[src/rtl/gpio_bank_pkg.sv]
`timescale 1ns/1ps
package gpio_bank_pkg;
    typedef enum logic [1:0] {
        REG_MODE  = 2'd0,
        REG_DRIVE = 2'd1,
        REG_VALUE = 2'd2,
        REG_INPUT = 2'd3
    } reg_sel_e;

    typedef enum logic {
        BUS_IDLE = 1'b0,
        BUS_RESP = 1'b1
    } bus_state_e;
endpackage

[src/rtl/gpio_sync.sv]
`timescale 1ns/1ps
module gpio_sync #(
    parameter int WIDTH = 32
) (
    input  logic             clk,
    input  logic             rst_n,
    input  logic [WIDTH-1:0] async_in,
    output logic [WIDTH-1:0] sync_out
);
    logic [WIDTH-1:0] meta_q;

    always_ff @(posedge clk or negedge rst_n) begin
        if (!rst_n) begin
            meta_q   <= '0;
            sync_out <= '0;
        end else begin
            meta_q   <= async_in;
            sync_out <= meta_q;
        end
    end
endmodule

[src/rtl/gpio_port_regs.sv]
`timescale 1ns/1ps
module gpio_port_regs
    import gpio_bank_pkg::*;
#(
    parameter int PINS = 8
) (
    input  logic              clk,
    input  logic              rst_n,
    input  logic              wr_en,
    input  reg_sel_e          sel,
    input  logic              masked,
    input  logic [2*PINS-1:0] wdata,
    output logic [PINS-1:0]   mode_q,
    output logic [PINS-1:0]   drive_q,
    output logic [PINS-1:0]   value_q
);
    logic [PINS-1:0] bit_mask;
    logic [PINS-1:0] target;
    logic [PINS-1:0] merged;

    assign bit_mask = masked ? wdata[2*PINS-1:PINS] : {PINS{1'b1}};

    always_comb begin
        unique case (sel)
            REG_MODE:  target = mode_q;
            REG_DRIVE: target = drive_q;
            REG_VALUE: target = value_q;
            default:   target = '0;
        endcase
    end

    assign merged = (target & ~bit_mask) | (wdata[PINS-1:0] & bit_mask);

    always_ff @(posedge clk or negedge rst_n) begin
        if (!rst_n) begin
            mode_q  <= '0;
            drive_q <= '0;
            value_q <= '0;
        end else if (wr_en) begin
            unique case (sel)
                REG_MODE:  mode_q  <= merged;
                REG_DRIVE: drive_q <= merged;
                REG_VALUE: value_q <= merged;
                default:   ;
            endcase
        end
    end
endmodule

[src/rtl/gpio_bus_fsm.sv]
`timescale 1ns/1ps
module gpio_bus_fsm
    import gpio_bank_pkg::*;
(
    input  logic clk,
    input  logic rst_n,
    input  logic req,
    output logic accept,
    output logic ready,
    output logic ack
);
    bus_state_e state_q;
    bus_state_e state_d;

    always_comb begin
        unique case (state_q)
            BUS_IDLE: state_d = req ? BUS_RESP : BUS_IDLE;
            BUS_RESP: state_d = BUS_IDLE;
            default:  state_d = BUS_IDLE;
        endcase
    end

    always_ff @(posedge clk or negedge rst_n) begin
        if (!rst_n) state_q <= BUS_IDLE;
        else        state_q <= state_d;
    end

    always_comb begin
        ready  = 1'b0;
        ack    = 1'b0;
        accept = 1'b0;
        unique case (state_q)
            BUS_IDLE: begin
                ready  = 1'b1;
                accept = req;
            end
            BUS_RESP: ack = 1'b1;
            default:  ;
        endcase
    end
endmodule

[src/rtl/gpio_bank.sv]
`timescale 1ns/1ps
module gpio_bank
    import gpio_bank_pkg::*;
#(
    parameter int PORTS     = 4,
    parameter int PINS      = 8,
    parameter int ADDR_W    = 8,
    parameter int DATA_W    = 32,
    parameter int ALIAS_OFS = 'h80
) (
    input  logic                  clk,
    input  logic                  rst_n,
    input  logic                  bus_wr,
    input  logic                  bus_rd,
    input  logic [ADDR_W-1:0]     bus_addr,
    input  logic [DATA_W-1:0]     bus_wdata,
    output logic [DATA_W-1:0]     bus_rdata,
    output logic                  bus_ready,
    output logic                  bus_ack,
    input  logic [PORTS*PINS-1:0] pin_in,
    output logic [PORTS*PINS-1:0] pin_out,
    output logic [PORTS*PINS-1:0] pin_oe
);
    localparam int NPINS     = PORTS * PINS;
    localparam int PORT_W    = (PORTS > 1) ? $clog2(PORTS) : 1;
    localparam int PORT_LSB  = 2;
    localparam int SEL_LSB   = 4;
    localparam int ALIAS_BIT = $clog2(ALIAS_OFS);

    logic              accept;
    logic [PORT_W-1:0] port_idx;
    reg_sel_e          sel;
    logic              masked;
    logic [NPINS-1:0]  mode_flat;
    logic [NPINS-1:0]  drive_flat;
    logic [NPINS-1:0]  value_flat;
    logic [NPINS-1:0]  input_flat;
    logic [PINS-1:0]   rd_byte;

    assign port_idx = bus_addr[PORT_LSB +: PORT_W];
    assign sel      = reg_sel_e'(bus_addr[SEL_LSB +: 2]);
    assign masked   = bus_addr[ALIAS_BIT];

    gpio_bus_fsm u_fsm (
        .clk    (clk),
        .rst_n  (rst_n),
        .req    (bus_wr | bus_rd),
        .accept (accept),
        .ready  (bus_ready),
        .ack    (bus_ack)
    );

    gpio_sync #(.WIDTH(NPINS)) u_sync (
        .clk      (clk),
        .rst_n    (rst_n),
        .async_in (pin_in),
        .sync_out (input_flat)
    );

    for (genvar p = 0; p < PORTS; p++) begin : g_port
        logic wr_en;
        assign wr_en = accept && bus_wr && (port_idx == PORT_W'(p)) && (sel != REG_INPUT);

        gpio_port_regs #(.PINS(PINS)) u_regs (
            .clk     (clk),
            .rst_n   (rst_n),
            .wr_en   (wr_en),
            .sel     (sel),
            .masked  (masked),
            .wdata   (bus_wdata[2*PINS-1:0]),
            .mode_q  (mode_flat[p*PINS +: PINS]),
            .drive_q (drive_flat[p*PINS +: PINS]),
            .value_q (value_flat[p*PINS +: PINS])
        );
    end

    assign pin_out = value_flat;
    assign pin_oe  = mode_flat & drive_flat;

    always_comb begin
        rd_byte = '0;
        for (int p = 0; p < PORTS; p++) begin
            if (port_idx == PORT_W'(p)) begin
                unique case (sel)
                    REG_MODE:  rd_byte = mode_flat[p*PINS +: PINS];
                    REG_DRIVE: rd_byte = drive_flat[p*PINS +: PINS];
                    REG_VALUE: rd_byte = value_flat[p*PINS +: PINS];
                    REG_INPUT: rd_byte = input_flat[p*PINS +: PINS];
                    default:   rd_byte = '0;
                endcase
            end
        end
    end

    always_ff @(posedge clk or negedge rst_n) begin
        if (!rst_n) begin
            bus_rdata <= '0;
        end else if (accept) begin
            bus_rdata <= (bus_rd && !bus_wr) ? DATA_W'(rd_byte) : '0;
        end
    end
endmodule

[config.mk]
export PLATFORM = sky130hd
export DESIGN_NAME = gpio_bank
export DESIGN_NICKNAME = d
export VERILOG_FILES = /design/src/rtl/gpio_bank_pkg.sv /design/src/rtl/gpio_sync.sv /design/src/rtl/gpio_port_regs.sv /design/src/rtl/gpio_bus_fsm.sv /design/src/rtl/gpio_bank.sv
export SDC_FILE = /design/constraint.sdc
export NUM_CORES = 1
export LEC_CHECK = 0
export BUFFER_PORTS_ARGS = -buffer_cell sky130_fd_sc_hd__buf_4
export CAP_MARGIN = 20
export CORE_MARGIN = 10
export CORE_UTILIZATION = 48
export CTS_CLUSTER_DIAMETER = 100
export DETAILED_ROUTE_END_ITERATION = 8
export HOLD_SLACK_MARGIN = 0.06
export PLACE_DENSITY = 0.76
export SLEW_MARGIN = 15
export SYNTH_ARGS = -nofsm -noshare
export SYNTH_HDL_FRONTEND = slang
export SYNTH_SLANG_ARGS = --single-unit
[constraint.sdc]
create_clock -name clk -period 1.6 [get_ports clk]
set_input_delay 0.32 -clock clk [delete_from_list [all_inputs] [get_ports clk]]
set_output_delay 0.32 -clock clk [all_outputs]
set_load 0.005 [all_outputs]
# --- Word level (Yosys, flattened, before mapping) ---
# Cells that the tools add are included.
# W data, S select, Z words.
totals:
  reg_bits: 193
  in_bits: 76
  output_inout_bits: 98
  wordCells: 80
op_classes:
  eq_ne: 7
  n_mux: 19
  bitwise: 13
  n_reduce_logical: 25
ops:
  columns: ["op", "n"]
  rows:
  - ["$pmux W8 S4", 4]
  - ["$pmux W8 S3", 4]
  - ["$mux W8", 6]
  - ["$and A8 B8 Y8", 5]
  - ["$and A32 B32 Y32", 1]
  - ["$or A8 B8 Y8", 4]
  - ["$reduce_and A2 Y1", 12]
  - ["$logic_and A1 B1 Y1", 10]
  - ["$eq A2 B2 Y1 const B", 4]
  - ["$not A8 Y8", 1]
  - ["$eq A2 B1 Y1 const B", 2]
  - ["$logic_not A2 Y1", 2]
  - ["$mux W1", 4]
  - ["$ne A2 B2 Y1 const B", 1]
  - ["$pmux W1 S2", 1]
  - ["$logic_not A1 Y1", 1]
  - ["$not A1 Y1", 1]
  - ["$or A1 B1 Y1", 1]

# --- Logic depth before layout (Yosys ltp) ---
depth:
  depth_word: 7
  ltp_mapped: 7
  mapped_depth_nobuf: 4

# --- By module ---
# A second synthesis with hierarchy kept.
unflattened:
  cells_unflattened: 820
  hier_area_um2: 8869.8
modules_own_cells:
  columns: ["mod", "n_inst", "cells_each", "area_each_um2", "seq_area_each_um2"]
  rows:
  - ["gpio_port_regs", 4, 122, 1301.2, 600.6]
  - ["gpio_bank", 1, 265, 2028.2, 200.2]
  - ["gpio_sync", 1, 64, 1601.5, 1601.5]
  - ["gpio_bus_fsm", 1, 3, 35.0, 25.0]

# --- Worst setup path before layout ---
# No wires, ideal clock.
synth_timing:
  path_type: "flip-flop to flip-flop"
  start: "register u_fsm.state_q"
  end: "register g_port[1].u_regs.mode_q[3]"
  setup_ps: 127
  arrival_time_ps: 1611
  required_time_ps: 1473
  setup_slack_ps: -138
  path_stages_with_launch: 6
  path_buffers: 2
  synth_period_minus_slack_ps: 1738
  cell_sequence: "dfrtp_1 nand2b_1 buf_2 or4_4 buf_6 mux2_1"
synth_between:
  elab_chain_len: 5
synth_lines:
  columns: ["item", "line", "rtl"]
  rows:
  - ["from (decl)", "gpio_bus_fsm.sv:12", "bus_state_e state_q;"]
  - ["from (signal assigned)", "gpio_bus_fsm.sv:25", "else state_q <= state_d;"]
  - ["$mux W1", "gpio_bus_fsm.sv:32", "unique case (state_q)"]
  - ["$logic_and A1 B1 Y1 (3 in series)", "gpio_bank.sv:62", "assign wr_en = accept && bus_wr && (port_idx == PORT_W'(p)) && (sel != REG_INPUT);"]
  - ["$reduce_and A2 Y1 (no source line)", null, null]
  - ["to (signal assigned)", "gpio_port_regs.sv:41", "REG_MODE: mode_q <= merged;"]
  - ["to (decl)", "gpio_port_regs.sv:13", "output logic [PINS-1:0] mode_q,"]
# No other way between the ends.
# A chain may end at the register's enable or synchronous reset.

# --- Worst setup path after layout ---
layout_timing:
  start: "register g_port[1].u_regs.value_q[4]"
  end: "register g_port[1].u_regs.mode_q[4]"
layout_between:
  elab_chain_len: 3
layout_lines:
  columns: ["item", "line", "rtl"]
  rows:
  - ["from (decl)", "gpio_port_regs.sv:15", "output logic [PINS-1:0] value_q"]
  - ["from (signal assigned)", "gpio_port_regs.sv:43", "REG_VALUE: value_q <= merged;"]
  - ["$pmux W8 S3", "gpio_port_regs.sv:24", "unique case (sel)"]
  - ["$and A8 B8 Y8", "gpio_port_regs.sv:32", "assign merged = (target & ~bit_mask) | (wdata[PINS-1:0] & bit_mask);"]
  - ["$or A8 B8 Y8", "gpio_port_regs.sv:32", null]
# No other way between the ends.

==> summary.md <==
| Metric | Value |
|---|---|
| Run status | complete, but fails checks |
| Violated checks | negative setup slack |
| Placed cell count | 948 |
| Worst-path fanout max | 3 |
| Combinational Power Share | 0.228 |
| Clock transition at path regs | 0.06 ns |
| Area occupied by multi-input gates | 2880 µm² |
| H-tree Lvls | 4 |
| Crit-path max cell delay | 0.42 ns |
| Synth unique cells | 35 |
| Drt pass-1 iters | 5 |
| Max-Cap Viols | 0 |
| Ant diodes | 0 |
| Synthesis warning total | 0 |
| Final ANT Viol Nets | 0 |
| Async SR Flop Fraction | 1.00 |
| Initial Util | 0.485 |
| Leading cell types in the layout, fill and taps excluded | buf_4 (189), dfrtp_1 (169), mux2_2 (67), a21oi_1 (59), mux2i_1 (47) |
| Element type at the critical path end | flip-flop |
| Switch share | 0.294 |
| Number of antenna violations at the first check in global routing | 0 |
| Critical Path Sink | g_port[1].u_regs.mode_q[4]$_DFFE_PN0P_ |
| Worst R2R Setup Slack | -0.03 ns |
| Critical path type | flip-flop to flip-flop |
| CTS buffer count | 17 |
| Area growth syn-to-layout | 35.6% |
| GRT Util Overall | 0.210 |
| Die area | 20600 µm² |
| Maximum clock path buffer count | 2 |
| Mean post-synth cell area | 12.5 µm² |
| Final setup margin | -0.0262 ns |
| Die Ht | 143 µm |
| #FFs+latches synth | 169 |
| CP startpoint kind | flip-flop |
| Clk pwr share | 0.319 |
| Final hold slack | 0.261 ns |
| Chip Width | 143 µm |
| Final hold vios | 0 |
| RR Endpoint | g_port[1].u_regs.mode_q[4]$_DFFE_PN0P_ |
| # clock sinks | 169 |
| FF+latch area | 4230 µm² |
| Core Area | 15100 µm² |
| Critical Path RT | 1.91 ns |
| Routed WL | 21.7 mm |
| Critical Path AT | 1.93 ns |
| Root Driver | clkbuf_16 |
| Minimum clock period | 1.63 ns |
| Critical Path Start | g_port[1].u_regs.value_q[4]$_DFFE_PN0P_ |
| Gr ovfl total | 0 |
| Min-delay src | bus_wdata[6] |
| Switching power total | 0.00362 W |
| Vias in the first global route | 5777 |
| DPL Wire Length | 16.0 mm |
| Synth Flop Type | dfrtp_1 |
| Pleak | 4.77 nW |
| DRC marker count from the first detailed-route iteration | 308 |
| Slowest stage cell, crit path | a2bb2oi_1 |
| Hold Path Class | input pin to flip-flop |
| Worst-path cell chain | mux2i_1 -> a2bb2oi_1 -> a21oi_1 -> mux2_4 |
| Design Area, Final | 9920 µm² |
| GPL Wtd Cong | 0.897 |
| Largest net degree at the start of global routing | 45 |
| Row count | 45 |
| Total power | 0.0123 W |
| DRC Markers | 0 |
| I/O pins | 174 |
| Non-filler cells, final | 1014 |
| Synthesized area | 7310 µm² |
| Wire length per cell | 21.4 µm |
| Pwr dens | 1240 nW/µm² |
| RSZ-0062 raised after global routing | yes |
| Worst Reg-to-Reg Cells | 4 |
| Vias | 5481 |
| Final Max Tran Viols | 0 |
| Internal power | 0.00869 W |
| Commonest non-fill, non-tap cell in the layout | buf_4 |
| Finished Core Util | 0.657 |
| Register area share after synthesis | 0.578 |
| Period utilization | 1.02 |
| Max VDD drop | 0.817 mV |
| Clock skew | 0.0112 ns |
| First-pass GRT wire length | 32.6 mm |
| Vias per cell | 5.41 |
| Mapped Cells | 587 |
| CTS tree | done |
| Fin nets | 889 |
| FF-to-FF Start | g_port[1].u_regs.value_q[4]$_DFFE_PN0P_ |
| Share of cells above drive strength 1 | 0.383 |
| Final setup violation count | 7 |
| Fillers | 1084 |
| PortBufs | 130 |
| Part of the power in registers | 0.453 |
| Number of enable flip-flop cells after synthesis | 0 |
| FMAX | 615 MHz |
| Clk_lat worst skew | 0.43 ns |
| Placed cell areas | 8960 µm² |
[final cells by class]
type,instances,area share
clock buffers,19,0.0447
clock inverters,13,0.0126
inverters,3,0.00114
multi-input cells,386,0.290
flip-flops and latches,169,0.426
well taps,188,0.0237
repair buffers,236,0.201
[cell usage after synthesis (3+ instances only)]
library cell | number | area (µm²)
dfrtp_1 | 169 | 4230
mux2_2 | 71 | 800
a21oi_1 | 59 | 295
mux2i_1 | 47 | 470
and2_1 | 39 | 244
buf_4 | 31 | 233
nor2_1 | 29 | 109
nand2_1 | 25 | 93.8
a2bb2oi_1 | 22 | 193
buf_2 | 13 | 65.1
nor2b_1 | 10 | 62.6
o21ai_0 | 9 | 45.0
a211oi_1 | 8 | 60.1
o2bb2ai_1 | 8 | 70.1
a22o_1 | 7 | 61.3
o41ai_1 | 7 | 61.3
clkbuf_1 | 6 | 22.5
nand2b_1 | 4 | 25.0
inv_1 | 3 | 11.3
[per-stage QoR]
step	worst slack (ns)	setup TNS, ns
2_1_floorplan	-0.118	-0.617
3_3_place_gp	-0.341	-11.58
3_5_place_dp	-0.303	-13.46
4_1_cts	0.00190	0
5_1_grt	-0.0440	-0.376
6_report	-0.0262	-0.105
[worst min path at each step]
stage	to	slack [ns]	cells after the start
floorplan	bus_rdata[0]$_DFFE_PN0N_	0.02	0
CTS	g_port[1].u_regs.drive_q[6]$_DFFE_PN0P_	0.23	3
detailed placement	g_port[2].u_regs.value_q[6]$_DFFE_PN0P_	0.28	1
finish	g_port[1].u_regs.drive_q[6]$_DFFE_PN0P_	0.26	3
global placement	g_port[2].u_regs.value_q[6]$_DFFE_PN0P_	0.28	1
global route	g_port[1].u_regs.mode_q[6]$_DFFE_PN0P_	0.27	3
[power by group through the flow]
stage	clock (W)	sequential, W	combinational (W)
after floorplan	0	0.00548	0.00139
after global placement	0	0.00558	0.00263
after detailed placement	0	0.00564	0.00270
after CTS	0.00398	0.00556	0.00278
after global routing	0.00419	0.00565	0.00304
final	0.00393	0.00558	0.00281
[registers in the layout (all words and copies together) (netlist names)]
register,count
u_fsm.state_q,1
u_sync.sync_out,32
g_port.u_regs.drive_q,32
bus_rdata,8
g_port.u_regs.mode_q,32
u_sync.meta_q,32
g_port.u_regs.value_q,32
[cell families after synthesis]
group	count (synthesis)	synth area share
AO/OA/AOI/OAI	125	0.112
flip-flops	169	0.578
multiplexers	120	0.177
AND/OR/NAND/NOR	117	0.0837
buffers and inverters	55	0.0484
other	1	0.000513
[worst max-delay path: cells and delay by family, from the launching register on]
kind	cells	cell delay (ns)
compound gates	2	0.63
mux	2	0.48
flops	1	0.40
[layer usage]
metal  routed length (µm)  global-route usage  vias up  part of all wire
met5                    0                   0        -                 0
met4                  304              0.0613        0             0.014
met3                 1330              0.0518       28             0.061
met2                10600               0.342      196              0.49
met1                 9490               0.272     2764              0.44
li1                     -                   -     2493                 -
[repair_timing]
item                                   CTS  global route
gates resized for setup                  1            17
buffers inserted                         1             0
hold buffers                            33             0
gates cloned                             0             0
endpoints found under the hold margin   70             0
setup endpoints to repair                3            19
pin swaps                                0             1
No activity file was read; power rests on OpenSTA's default activity.
